<file path="src/rtl/vlc_pkg.sv">
package vlc_pkg;
    typedef enum logic [0:0] {
        CH_H = 1'b0,
        CH_V = 1'b1
    } vlc_chan_e;

    localparam int unsigned NUM_CH = 2;
endpackage

</file>
<file path="src/rtl/vlc_sync2.sv">
module vlc_sync2 #(
    parameter int unsigned WIDTH = 2
) (
    input  logic             clk,
    input  logic             rst_n,
    input  logic [WIDTH-1:0] din,
    output logic [WIDTH-1:0] dout
);
    typedef struct packed {
        logic [WIDTH-1:0] meta;
        logic [WIDTH-1:0] stab;
    } sync_st_t;

    sync_st_t st_d, st_q;

    always_comb begin
        st_d      = st_q;
        st_d.meta = din;
        st_d.stab = st_q.meta;
    end

    always_ff @(posedge clk or negedge rst_n) begin
        if (!rst_n) st_q <= '0;
        else        st_q <= st_d;
    end

    assign dout = st_q.stab;
endmodule

</file>
<file path="src/rtl/vlc_width_filter.sv">
module vlc_width_filter #(
    parameter int unsigned MIN_W = 8
) (
    input  logic clk,
    input  logic rst_n,
    input  logic cyc_en,
    input  logic sig_in,
    output logic rise,
    output logic fall
);
    localparam int unsigned RUN_W = $clog2(MIN_W + 1);

    typedef struct packed {
        logic             lvl;
        logic [RUN_W-1:0] run;
    } filt_st_t;

    filt_st_t st_d, st_q;
    logic     flip;

    always_comb begin
        st_d = st_q;
        flip = 1'b0;
        if (cyc_en) begin
            if (sig_in != st_q.lvl) begin
                if (st_q.run == RUN_W'(MIN_W - 1)) begin
                    flip       = 1'b1;
                    st_d.lvl   = sig_in;
                    st_d.run   = '0;
                end else begin
                    st_d.run = st_q.run + RUN_W'(1);
                end
            end else begin
                st_d.run = '0;
            end
        end
    end

    always_ff @(posedge clk or negedge rst_n) begin
        if (!rst_n) st_q <= '0;
        else        st_q <= st_d;
    end

    assign rise = flip &  sig_in;
    assign fall = flip & ~sig_in;
endmodule

</file>
<file path="src/rtl/vlc_line_ctr.sv">
module vlc_line_ctr #(
    parameter int unsigned CNT_W = 10,
    parameter int unsigned GUARD = 3
) (
    input  logic             clk,
    input  logic             rst_n,
    input  logic             cyc_en,
    input  logic             v_edge,
    input  logic             h_edge,
    input  logic [CNT_W-1:0] start_line,
    output logic [CNT_W-1:0] count,
    output logic             match
);
    localparam int unsigned GW = $clog2(GUARD + 1);

    typedef struct packed {
        logic [CNT_W-1:0] cnt;
        logic [GW-1:0]    guard;
        logic             match;
    } ctr_st_t;

    ctr_st_t          st_d, st_q;
    logic [CNT_W-1:0] cnt_inc;

    assign cnt_inc = st_q.cnt + CNT_W'(1);

    always_comb begin
        st_d       = st_q;
        st_d.match = 1'b0;
        if (cyc_en) begin
            if (v_edge) begin
                st_d.cnt   = '0;
                st_d.guard = GW'(GUARD);
            end else begin
                if (h_edge && st_q.guard == '0 && st_q.cnt != '1) begin
                    st_d.cnt   = cnt_inc;
                    st_d.match = (cnt_inc == start_line);
                end
                if (st_q.guard != '0) st_d.guard = st_q.guard - GW'(1);
            end
        end
    end

    always_ff @(posedge clk or negedge rst_n) begin
        if (!rst_n) st_q <= '0;
        else        st_q <= st_d;
    end

    assign count = st_q.cnt;
    assign match = st_q.match;
endmodule

</file>
<file path="src/rtl/vlc_vline_counter.sv">
module vlc_vline_counter
    import vlc_pkg::*;
#(
    parameter int unsigned CNT_W = 10,
    parameter int unsigned MIN_W = 8,
    parameter int unsigned GUARD = 3
) (
    input  logic             clk,
    input  logic             rst_n,
    input  logic             cyc_en,
    input  logic             hsync_in,
    input  logic             vsync_in,
    input  logic             hsync_neg,
    input  logic             vsync_neg,
    input  logic [CNT_W-1:0] start_line,
    output logic [CNT_W-1:0] line_count,
    output logic             line_match
);
    typedef struct packed {
        logic h_neg;
        logic v_neg;
    } pol_st_t;

    logic [NUM_CH-1:0] raw_in;
    logic [NUM_CH-1:0] synced;
    logic [NUM_CH-1:0] f_rise;
    logic [NUM_CH-1:0] f_fall;
    pol_st_t           pol_d, pol_q;
    logic              v_act, h_act;

    assign raw_in[CH_H] = hsync_in;
    assign raw_in[CH_V] = vsync_in;

    vlc_sync2 #(.WIDTH(NUM_CH)) u_sync (
        .clk  (clk),
        .rst_n(rst_n),
        .din  (raw_in),
        .dout (synced)
    );

    for (genvar ch = 0; ch < NUM_CH; ch++) begin : g_filt
        vlc_width_filter #(.MIN_W(MIN_W)) u_filt (
            .clk   (clk),
            .rst_n (rst_n),
            .cyc_en(cyc_en),
            .sig_in(synced[ch]),
            .rise  (f_rise[ch]),
            .fall  (f_fall[ch])
        );
    end

    assign v_act = pol_q.v_neg ? f_fall[CH_V] : f_rise[CH_V];
    assign h_act = pol_q.h_neg ? f_fall[CH_H] : f_rise[CH_H];

    always_comb begin
        pol_d = pol_q;
        if (v_act) begin
            pol_d.h_neg = hsync_neg;
            pol_d.v_neg = vsync_neg;
        end
    end

    always_ff @(posedge clk or negedge rst_n) begin
        if (!rst_n) pol_q <= '0;
        else        pol_q <= pol_d;
    end

    vlc_line_ctr #(.CNT_W(CNT_W), .GUARD(GUARD)) u_ctr (
        .clk       (clk),
        .rst_n     (rst_n),
        .cyc_en    (cyc_en),
        .v_edge    (v_act),
        .h_edge    (h_act),
        .start_line(start_line),
        .count     (line_count),
        .match     (line_match)
    );
endmodule

</file>
<file path="config.mk">
export PLATFORM = sky130hd
export DESIGN_NAME = vlc_vline_counter
export DESIGN_NICKNAME = d
export VERILOG_FILES = /design/src/rtl/vlc_pkg.sv /design/src/rtl/vlc_sync2.sv /design/src/rtl/vlc_width_filter.sv /design/src/rtl/vlc_line_ctr.sv /design/src/rtl/vlc_vline_counter.sv
export SDC_FILE = /design/constraint.sdc
export NUM_CORES = 1
export LEC_CHECK = 0
export BUFFER_PORTS_ARGS = -buffer_cell sky130_fd_sc_hd__buf_2
export CAP_MARGIN = 20
export CORE_MARGIN = 2
export CORE_UTILIZATION = 62
export CTS_BUF_LIST = sky130_fd_sc_hd__clkbuf_4 sky130_fd_sc_hd__clkbuf_8 sky130_fd_sc_hd__clkbuf_16
export CTS_CLUSTER_SIZE = 25
export DETAILED_ROUTE_END_ITERATION = 16
export PLACE_DENSITY_LB_ADDON = 0.2
export SLEW_MARGIN = 20
export SYNTH_ARGS = -nofsm -noshare
export SYNTH_HDL_FRONTEND = slang
export SYNTH_HIERARCHICAL = 1
export SYNTH_SLANG_ARGS = --single-unit
</file>
<file path="constraint.sdc">
create_clock -name clk -period 4.7 [get_ports clk]
set_clock_uncertainty 0.15 [all_clocks]
set_input_delay 0.235 -clock clk [delete_from_list [all_inputs] [get_ports clk]]
set_output_delay 0.235 -clock clk [all_outputs]
set_load 0.1 [all_outputs]
</file>
==> results.py, run 1 <==
metrics = {
    "run_status": {
        "outcome": "finished clean",
    },
    "global_route": {
        "grt.total_usage_pct": 26.0,
        "grt_max_degree": 37,
        "grt_pass1_vias": 1516,
        "antenna_found_initial": 0,
        "grt_pass1_wl_um": 6930,
        "gr-total-overflow": 0,
    },
    "cts": {
        "cts_tree": "built",
        "cts_made_buffers": 5,
        "clock_path_buffers": 2,
        "h-tree-depth": 2,
        "clock_sinks": 29,
        "root_buffer": "clkbuf_4",
        "cts_setup_buffers": 0,
        "clk_pin_slew_ns": 0.10,
        "clkLatencyLatePin_ns": 0.33,
    },
    "sta": {
        "setup_violations": 0,
        "period_share_pct": 67.5,
        "fmax_ghz": 0.315,
        "slew-limit-headroom_pct": 55.6,
        "hold_viol_final": 0,
        "final.setup.tns_ns": 0,
        "tightestPinTransition_ns": 0.666,
        "slew_viol_final": 0,
        "rsz0062_at_grt": "false",
        "min_period_ns": 3.17,
    },
    "floorplan": {
        "io_pins": 28,
        "dieArea_um2": 3690,
        "dieHeight_um": 60.7,
        "initial_core_util_pct": 65.4,
        "core-area_um2": 3050,
        "num_rows": 20,
        "fp.dieW_um": 60.7,
    },
    "setup_path": {
        "path_buf_inv": 0,
        "rr_endpoint": "u_ctr/match$_DFF_PN0_",
        "crit_start": "g_filt[1].u_filt/st_q[0]$_DFFE_PN0P_",
        "critPathTopFamily": "compound AO/OA/AOI/OAI gates",
        "max_stage_delay_ns": 0.43,
        "worstPathCellList": "ha_1 > and3b_1 > nand2_1 > nor3b_1 > mux2_4 > or2b_2 > a2111oi_4 > o2111ai_1 > a2111o_1 > a2111oi_2",
        "start_kind": "flip-flop",
        "rr_worst_depth": 10,
        "crit_path_end": "u_ctr/match$_DFF_PN0_",
        "required_ns": 4.78,
        "worstSetupPathDepth": 10,
        "endpoint_kind": "flip-flop",
        "reg2reg_slack_ns": 1.53,
        "criticalPathCategory": "reg -> reg",
        "slowest_stage": "dfrtp_1",
        "worst-path-max-fanout": 16,
        "r2r_start": "g_filt[1].u_filt/st_q[0]$_DFFE_PN0P_",
        "cp.arrival_ns": 3.25,
    },
    "synth": {
        "ys_ff_latch": 29,
        "synth_seq_area_share_pct": 36.4,
        "synth_cell_types": 54,
        "ys_async_sr_fraction_pct": 100,
        "synth_nets": 222,
        "synth_edf_count": 0,
        "synth.avg_cell_area_um2": 9.93,
        "ys_warn_count": 6,
        "syn_inst": 201,
        "synth_area_um2": 2000,
        "synth_ff_type": "dfrtp_1",
    },
    "placed_design": {
        "port_buffers": 27,
        "dp_cells": 255,
        "gp_congestion": 0.884,
        "post-dp-hpwl_um": 3030,
    },
    "route": {
        "final_antenna_net_count": 0,
        "dr.pass1.iters": 4,
        "via_per_inst": 6.06,
        "drc": 0,
        "route.final.wire_length_um": 4230,
        "via_count": 1613,
        "wl_per_cell_um": 15.9,
        "drt_iter0_markers": 175,
    },
    "cells_and_area": {
        "drive_gt1_share_pct": 26.1,
        "num_antenna_cells": 0,
        "syn2layout_area_growth_pct": 7.65,
        "layout.nets": 243,
        "finalNonFillerCells": 266,
    },
    "pwr": {
        "swShare_pct": 28.5,
        "ir_worst_vdd_mv": 0.223,
        "finalPower_mw": 0.555,
        "pwr-share-seq_pct": 52.2,
        "internal_power_mw": 0.397,
        "combPwrFrac_pct": 19.3,
        "powerDensity_nw_per_um2": 259,
        "p_sw_mw": 0.158,
        "pwr-share-clk_pct": 28.5,
        "leakage_nw": 1.01,
    },
    "min_path": {
        "hold_class": "in -> reg",
    },
    "job": {
        "drv_cap": 0,
    },
}
-- placed cells by master, fill, tap and decap left out, drive strengths merged, types with 6 or more instances in the layout --
cell type | netlist | layout
inv | 17 | 17
nand2 | 10 | 10
o21ai | 6 | 6
dfrtp | 29 | 29
nand3 | 10 | 10
nor2 | 7 | 7
a21oi | 12 | 12
a31oi | 6 | 6
clkbuf | 5 | 7
o22ai | 9 | 9
xor2 | 6 | 6
buf | 12 | 27
xnor2 | 8 | 8
-- layout make-up --
class	count	area, µm²
clock buffers	7	58.8
flip-flops and latches	29	726
well taps	44	55.1
repair buffers	31	175
fillers	270	905
multi-input cells	138	1070
inverters	17	63.8
-- kinds of logic (layout without fill, tap and decap cells) --
group / Yosys count / in the layout / synth area share [%]
flops: 29 / 29 / 36.4
xor+xnor: 14 / 14 / 7.27
compound gates: 58 / 58 / 22.5
simple gates: 53 / 53 / 16.1
fa+ha+maj: 4 / 4 / 2.51
buf+inv: 34 / 55 / 10.0
mux: 9 / 9 / 5.20
-- state kept, by name, summed over array words and instances, names as in the netlist --
signal              cells
u_ctr/st_q              2
u_ctr/count            10
u_ctr/match             1
pol_q                   2
u_sync/st_d             2
g_filt.u_filt/st_q     10
u_sync/dout             2
-- routing by layer --
layer,global-route usage [%],vias up,routed length [µm]
met1,35.0,788,1790
met5,0,-,0
met2,41.8,52,2060
met3,4.90,5,321
met4,9.94,0,59
li1,-,768,-
-- stage by stage --
stage	setup slack (ns)	utilization (%)	instance area [µm²]	hold WS (ns)
after floorplan	1.81	-	2000	-0.211
after global placement	1.65	67.1	2050	0.140
after detailed placement	1.55	67.1	2050	0.150
after CTS	1.54	70.4	2150	0.0108
after global routing	1.37	70.4	2150	0.0286
final	1.53	70.4	2150	0.0198
-- worst min-delay path, cell delays in order --
cell     delay, ns
buf_2         0.11
inv_1         0.05
a21oi_1       0.06
-- synthesized netlist by cell type, drive strengths merged, types with 3 or more instances --
cell,number,area (µm²)
dfrtp,29,726
o22ai,9,56.3
mux2,5,63.8
nand3,10,62.6
o21ai,6,30.0
a31oi,6,37.5
o31a,3,27.5
inv,17,63.8
ha,4,50.1
clkbuf,5,38.8
xnor2,8,70.1
buf,12,97.6
xor2,6,75.1
and4,3,27.5
nand2,10,42.5
mux2i,4,40.0
nor2,7,26.3
nor3b,4,30.0
a21oi,12,60.1
a21boi,3,22.5
-- repair_timing --
item / in CTS / in global routing
hold buffers: 4 / 0
hold endpoints to repair: 32 / 0
gates resized for setup: 0 / 0
-- worst min-delay path by stage --
stage	start	to	cells past startpoint
after CTS	vsync_neg	pol_q[0]$_DFFE_PN0P_	3
after global placement	rst_n	g_filt[0].u_filt/st_q[0]$_DFFE_PN0P_	1
final	vsync_neg	pol_q[0]$_DFFE_PN0P_	3
after global routing	vsync_neg	pol_q[0]$_DFFE_PN0P_	3
after floorplan	rst_n	g_filt[0].u_filt/st_q[0]$_DFFE_PN0P_	0
after detailed placement	rst_n	g_filt[0].u_filt/st_q[0]$_DFFE_PN0P_	1
-- power by group through the flow --
stage	combinational, mW	clock, mW	sequential (mW)
final	0.107	0.158	0.290
after global routing	0.125	0.170	0.292
after CTS	0.108	0.163	0.290
after detailed placement	0.105	0	0.295
after global placement	0.0977	0	0.292
after floorplan	0.0774	0	0.290
Note: power is estimated with default switching activity, not from simulation.
==> run 2, diff against run 1 <==
--- a/config.mk
+++ b/config.mk
@@ -8,7 +8,7 @@
 export BUFFER_PORTS_ARGS = -buffer_cell sky130_fd_sc_hd__buf_2
 export CAP_MARGIN = 20
 export CORE_MARGIN = 2
-export CORE_UTILIZATION = 62
+export CORE_UTILIZATION = 52
 export CTS_BUF_LIST = sky130_fd_sc_hd__clkbuf_4 sky130_fd_sc_hd__clkbuf_8 sky130_fd_sc_hd__clkbuf_16
 export CTS_CLUSTER_SIZE = 25
 export DETAILED_ROUTE_END_ITERATION = 16
==> constraint.sdc (replaced) <==
create_clock -name clk -period 2.7 [get_ports clk]
set_clock_uncertainty 0.15 [all_clocks]
set_input_delay 0.135 -clock clk [delete_from_list [all_inputs] [get_ports clk]]
set_output_delay 0.135 -clock clk [all_outputs]
set_load 0.1 [all_outputs]
==> run 2 against run 1 <==
Compared with the run above: the run now ends with setup timing left; critical path type unchanged; sequential power up 74%; highest routed layer unchanged; count of clock-buffer cells in the layout shrank 2; combinational power is 100% higher.
==> results.py, run 2 (same netlist as run 1, synthesis figures left out) <==
metrics = {
    "run_status": {
        "outcome": "finished with violations",
        "violations": "setup timing",
    },
    "setup_path": {
        "cp.arrival_ns": 2.74,
        "start_kind": "flip-flop",
        "crit_start": "g_filt[1].u_filt/st_q[1]$_DFFE_PN0P_",
        "worst-path-max-fanout": 3,
        "criticalPathCategory": "reg -> reg",
        "endpoint_kind": "flip-flop",
        "required_ns": 2.73,
        "r2r_start": "g_filt[1].u_filt/st_q[1]$_DFFE_PN0P_",
        "rr_worst_depth": 10,
    },
    "cts": {
        "clkLatencyLatePin_ns": 0.29,
        "clock_path_buffers": 2,
        "cts_tree": "built",
        "root_buffer": "clkbuf_8",
        "h-tree-depth": 2,
        "clk_pin_slew_ns": 0.07,
        "cts_made_buffers": 5,
        "clock_sinks": 29,
    },
    "min_path": {
        "hp-start": "start_line[8]",
        "hold_class": "in -> reg",
        "min_path_cells": 3,
    },
    "route": {
        "drc": 0,
        "drt_iter0_markers": 132,
        "met3_length_um": 261,
        "wl_per_cell_um": 15.8,
        "via_per_inst": 5.94,
        "drt-met1-wl_um": 1910,
        "dr.pass1.iters": 4,
        "via_count": 1687,
        "met2WireLength_um": 2200,
        "final_antenna_net_count": 0,
        "route.final.wire_length_um": 4480,
        "dr.max_layer_used": "met4",
    },
    "placed_design": {
        "port_buffers": 27,
        "dp_cells": 267,
        "post-dp-hpwl_um": 3060,
        "dpl_cell_area_um2": 2120,
        "gp_congestion": 0.917,
        "dpl_worst_slack_ns": -0.0637,
    },
    "cells_and_area": {
        "syn2layout_area_growth_pct": 16.9,
        "layout.nets": 256,
        "final_cell_mix": "dfrtp_1 (29), buf_2 (27), inv_1 (17), a21oi_1 (11), buf_4 (11)",
        "finalNonFillerCells": 284,
        "fillers": 309,
        "fin_util_pct": 63.2,
        "drive_gt1_share_pct": 33.9,
        "layout_commonest_cell": "dfrtp_1",
        "fin_area_um2": 2330,
        "num_antenna_cells": 0,
    },
    "sta": {
        "hold_viol_final": 0,
        "min_period_ns": 2.71,
        "slew_viol_final": 0,
        "final.setup.worst_slack_ns": -0.0118,
        "tightestPinTransition_ns": 0.660,
        "fmax_ghz": 0.369,
        "slew-limit-headroom_pct": 56.0,
        "holdWs_ns": 0.0374,
        "final.setup.tns_ns": -0.0118,
        "period_share_pct": 100,
        "setup_violations": 1,
        "rsz0062_at_grt": "true",
    },
    "pwr": {
        "finalPower_mw": 1.08,
        "ir_worst_vdd_mv": 0.423,
        "powerDensity_nw_per_um2": 462,
        "leakage_nw": 1.08,
    },
    "global_route": {
        "antenna_found_initial": 0,
        "grt_pass1_vias": 1694,
        "grt_max_degree": 30,
        "grt_pass1_wl_um": 7640,
        "gr-total-overflow": 0,
        "grt.total_usage_pct": 23.2,
    },
    "job": {
        "drv_cap": 0,
    },
    "floorplan": {
        "fp.dieW_um": 66.0,
        "io_pins": 28,
        "core-area_um2": 3690,
        "num_rows": 22,
        "initial_core_util_pct": 54.1,
        "dieHeight_um": 66.0,
        "dieArea_um2": 4350,
    },
}
[run 2: layout make-up]
class	instances	area, µm²	share of cell area [%]
well taps	48	60.1	2.58
multi-input cells	138	1120	47.9
inverters	17	63.8	2.74
clock inverters	3	17.5	0.751
repair buffers	44	279	12.0
flip-flops and latches	29	726	31.1
clock buffers	5	68.8	2.95
[run 2: worst paths after layout]
check | end | slack (ns)
max | u_ctr/match$_DFF_PN0_ | -0.01
min | u_ctr/match$_DFF_PN0_ | 0.04
max reg2reg | u_ctr/match$_DFF_PN0_ | -0.01
min reg2reg | u_sync/dout[0]$_DFF_PN0_ | 0.20
max in group asynchronous | u_ctr/count[9]$_DFFE_PN0P_ | 1.71
min in group asynchronous | u_ctr/count[6]$_DFFE_PN0P_ | 0.27
[run 2: what timing repair did]
item                                   in CTS  in global routing
endpoints found under the hold margin      33                  0
hold buffers                                5                  0
setup endpoints to repair                   1                  7
pin swaps                                   4                  4
gates resized for setup                     3                  9
buffers inserted                            2                  2
[run 2: critical path, stage by stage, from the launching register on]
cell and delay, ns:
dfrtp_1 0.38, ha_2 0.19, and3b_1 0.20, nand2_2 0.09, nor3b_1 0.07, mux2_4 0.27
or2b_4 0.26, a2111oi_4 0.31, o2111ai_2 0.17, a2111o_1 0.32, a2111oi_2 0.20
[run 2: where the power goes]
group	internal, mW	total, mW	leakage [nW]	switching [mW]
sequential	0.473	0.506	0.339	0.0328
combinational	0.105	0.214	0.702	0.109
clock	0.177	0.357	0.0439	0.180
[run 2: routing by layer]
layer / vias to the layer above / global-route usage [%]
met1: 805 / 28.3
li1: 800 / -
met3: 11 / 5.62
met5: - / 0
met2: 71 / 36.9
met4: 0 / 14.3
==> run 3, diff against run 2 <==
--- a/config.mk
+++ b/config.mk
@@ -8,7 +8,7 @@
 export BUFFER_PORTS_ARGS = -buffer_cell sky130_fd_sc_hd__buf_2
 export CAP_MARGIN = 20
 export CORE_MARGIN = 2
-export CORE_UTILIZATION = 52
+export CORE_UTILIZATION = 57
 export CTS_BUF_LIST = sky130_fd_sc_hd__clkbuf_4 sky130_fd_sc_hd__clkbuf_8 sky130_fd_sc_hd__clkbuf_16
 export CTS_CLUSTER_SIZE = 25
 export DETAILED_ROUTE_END_ITERATION = 16
==> constraint.sdc (replaced) <==
create_clock -name clk -period 3 [get_ports clk]
set_clock_uncertainty 0.15 [all_clocks]
set_input_delay 0.15 -clock clk [delete_from_list [all_inputs] [get_ports clk]]
set_output_delay 0.15 -clock clk [all_outputs]
set_load 0.1 [all_outputs]
==> run 3 against run 2 <==
Compared with the run above: the flow now finishes without violations; power down 7.9%; worst setup slack improved by 0.19 ns; combinational power fell by 15%; via count decreased by 3.4%; first-iteration DRC count up 47%; count of clock-buffer cells in the layout grew 1; largest cell class unchanged; highest routed layer unchanged.
==> results.py, run 3 (same netlist as run 1, synthesis figures left out) <==
metrics = {
    "run_status": {
        "outcome": "finished clean",
    },
    "cells_and_area": {
        "layout.nets": 249,
        "num_antenna_cells": 0,
        "drive_gt1_share_pct": 29.3,
        "final_cell_mix": "dfrtp_1 (29), buf_2 (27), inv_1 (17), a21oi_1 (12)",
        "layout_commonest_cell": "dfrtp_1",
        "syn2layout_area_growth_pct": 13.1,
    },
    "global_route": {
        "antenna_found_initial": 0,
        "grt_pass1_wl_um": 7390,
        "grt_max_degree": 30,
        "grt_pass1_vias": 1573,
        "grt.total_usage_pct": 23.7,
        "gr-total-overflow": 0,
    },
    "route": {
        "route.final.wire_length_um": 4470,
        "dr.pass1.iters": 4,
        "drt_iter0_markers": 194,
        "drc": 0,
        "via_per_inst": 5.92,
        "wl_per_cell_um": 16.3,
        "via_count": 1629,
        "final_antenna_net_count": 0,
    },
    "min_path": {
        "hold_class": "in -> reg",
    },
    "setup_path": {
        "cp.arrival_ns": 2.91,
        "endpoint_kind": "flip-flop",
        "required_ns": 3.09,
        "start_kind": "flip-flop",
        "worst-path-max-fanout": 4,
        "criticalPathCategory": "reg -> reg",
    },
    "sta": {
        "period_share_pct": 93.9,
        "hold_viol_final": 0,
        "min_period_ns": 2.82,
        "slew-limit-headroom_pct": 56.1,
        "final.setup.tns_ns": 0,
        "setup_violations": 0,
        "rsz0062_at_grt": "false",
        "slew_viol_final": 0,
        "tightestPinTransition_ns": 0.659,
        "holdWs_ns": 0.0215,
        "fmax_ghz": 0.355,
    },
    "floorplan": {
        "core-area_um2": 3340,
        "dieArea_um2": 3990,
        "dieHeight_um": 63.2,
        "initial_core_util_pct": 59.8,
        "io_pins": 28,
        "num_rows": 21,
        "fp.dieW_um": 63.2,
    },
    "placed_design": {
        "gp_congestion": 0.899,
        "post-dp-hpwl_um": 3080,
        "port_buffers": 27,
    },
    "pwr": {
        "ir_worst_vdd_mv": 0.352,
        "leakage_nw": 1.05,
        "powerDensity_nw_per_um2": 440,
    },
    "cts": {
        "clock_path_buffers": 2,
        "clock_sinks": 29,
        "clk_pin_slew_ns": 0.11,
        "cts_tree": "built",
        "h-tree-depth": 2,
        "root_buffer": "clkbuf_4",
        "cts_made_buffers": 5,
        "cts_setup_buffers": 0,
        "clkLatencyLatePin_ns": 0.34,
    },
    "job": {
        "drv_cap": 0,
    },
}
==> run 3: changes by cell type in the layout (fill, tap and decap cells not counted), sizes merged <==
cell | previous run | this run
dlygate4sd3 | 5 | 6
bufinv | 0 | 1
clkinv | 2 | 0
clkbuf | 5 | 6
buf | 39 | 31
==> run 3: routing by layer <==
metal,vias up,global-route usage (%),wire (µm)
li1,782,-,-
met1,788,32.7,2030
met2,53,38.3,2110
met3,6,5.54,276
met4,0,5.16,47
met5,-,0,0
==> run 3: critical path: stages (launching register included) <==
cell	delay (ns)
dfrtp_1	0.42
ha_1	0.22
and3b_1	0.20
nand2_2	0.09
nor3b_1	0.07
mux2_4	0.27
or2b_2	0.31
a2111oi_4	0.20
o2111ai_2	0.17
a2111o_1	0.35
a2111oi_4	0.27
==> run 3: final timing paths <==
check / start / to / depth (start not counted) / slack, ns
hold / removal: cyc_en / g_filt[0].u_filt/st_q[0]$_DFFE_PN0P_ / 3 / 0.02
min in group asynchronous: rst_n / u_ctr/count[4]$_DFFE_PN0P_ / 2 / 0.21
hold reg to reg: u_sync/st_d[0]$_DFF_PN0_ / u_sync/dout[0]$_DFF_PN0_ / 0 / 0.20
max in group asynchronous: rst_n / g_filt[1].u_filt/st_q[0]$_DFFE_PN0P_ / 2 / 2.05
setup reg to reg: g_filt[1].u_filt/st_q[0]$_DFFE_PN0P_ / u_ctr/match$_DFF_PN0_ / 10 / 0.18
setup / recovery: g_filt[1].u_filt/st_q[0]$_DFFE_PN0P_ / u_ctr/match$_DFF_PN0_ / 10 / 0.18
==> run 3: final cells by class <==
| cell class | count | area (µm²) |
|---|---|---|
| Clock buffer | 6 | 51.3 |
| Clock inverter | 2 | 37.5 |
| Fill cell | 284 | 1080 |
| Inverter | 17 | 63.8 |
| Multi-Input combinational cell | 138 | 1100 |
| Sequential cell | 29 | 726 |
| Tap cell | 46 | 57.6 |
| Timing Repair Buffer | 37 | 225 |
==> run 3: through the flow <==
| stage | total power, mW | util [%] | worst slack, ns | area, µm² | cells |
|---|---|---|---|---|---|
| global route | 1.04 | 67.6 | 0.00361 | 2260 | 275 |
| global placement | 0.614 | 62.4 | 0.101 | 2080 | 261 |
| detailed placement | 0.633 | 62.4 | 0.0181 | 2080 | 261 |
| floorplan | 0.576 | - | 0.108 | 2000 | 201 |
| CTS | 0.991 | 66.9 | 0.00323 | 2230 | 275 |
| finish | 0.992 | 67.6 | 0.183 | 2260 | 275 |
==> run 3: timing repair <==
action,CTS,global route
gates resized for setup,0,5
hold buffers,6,0
hold endpoints to repair,34,0
endpoints found under the setup margin,0,1
==> run 3: power by group <==
group	internal (mW)	switching (mW)	leakage, nW
Sequential	0.425	0.0294	0.339
Combinational	0.0828	0.0991	0.664
Clock	0.198	0.158	0.0445
Total	0.706	0.287	1.05
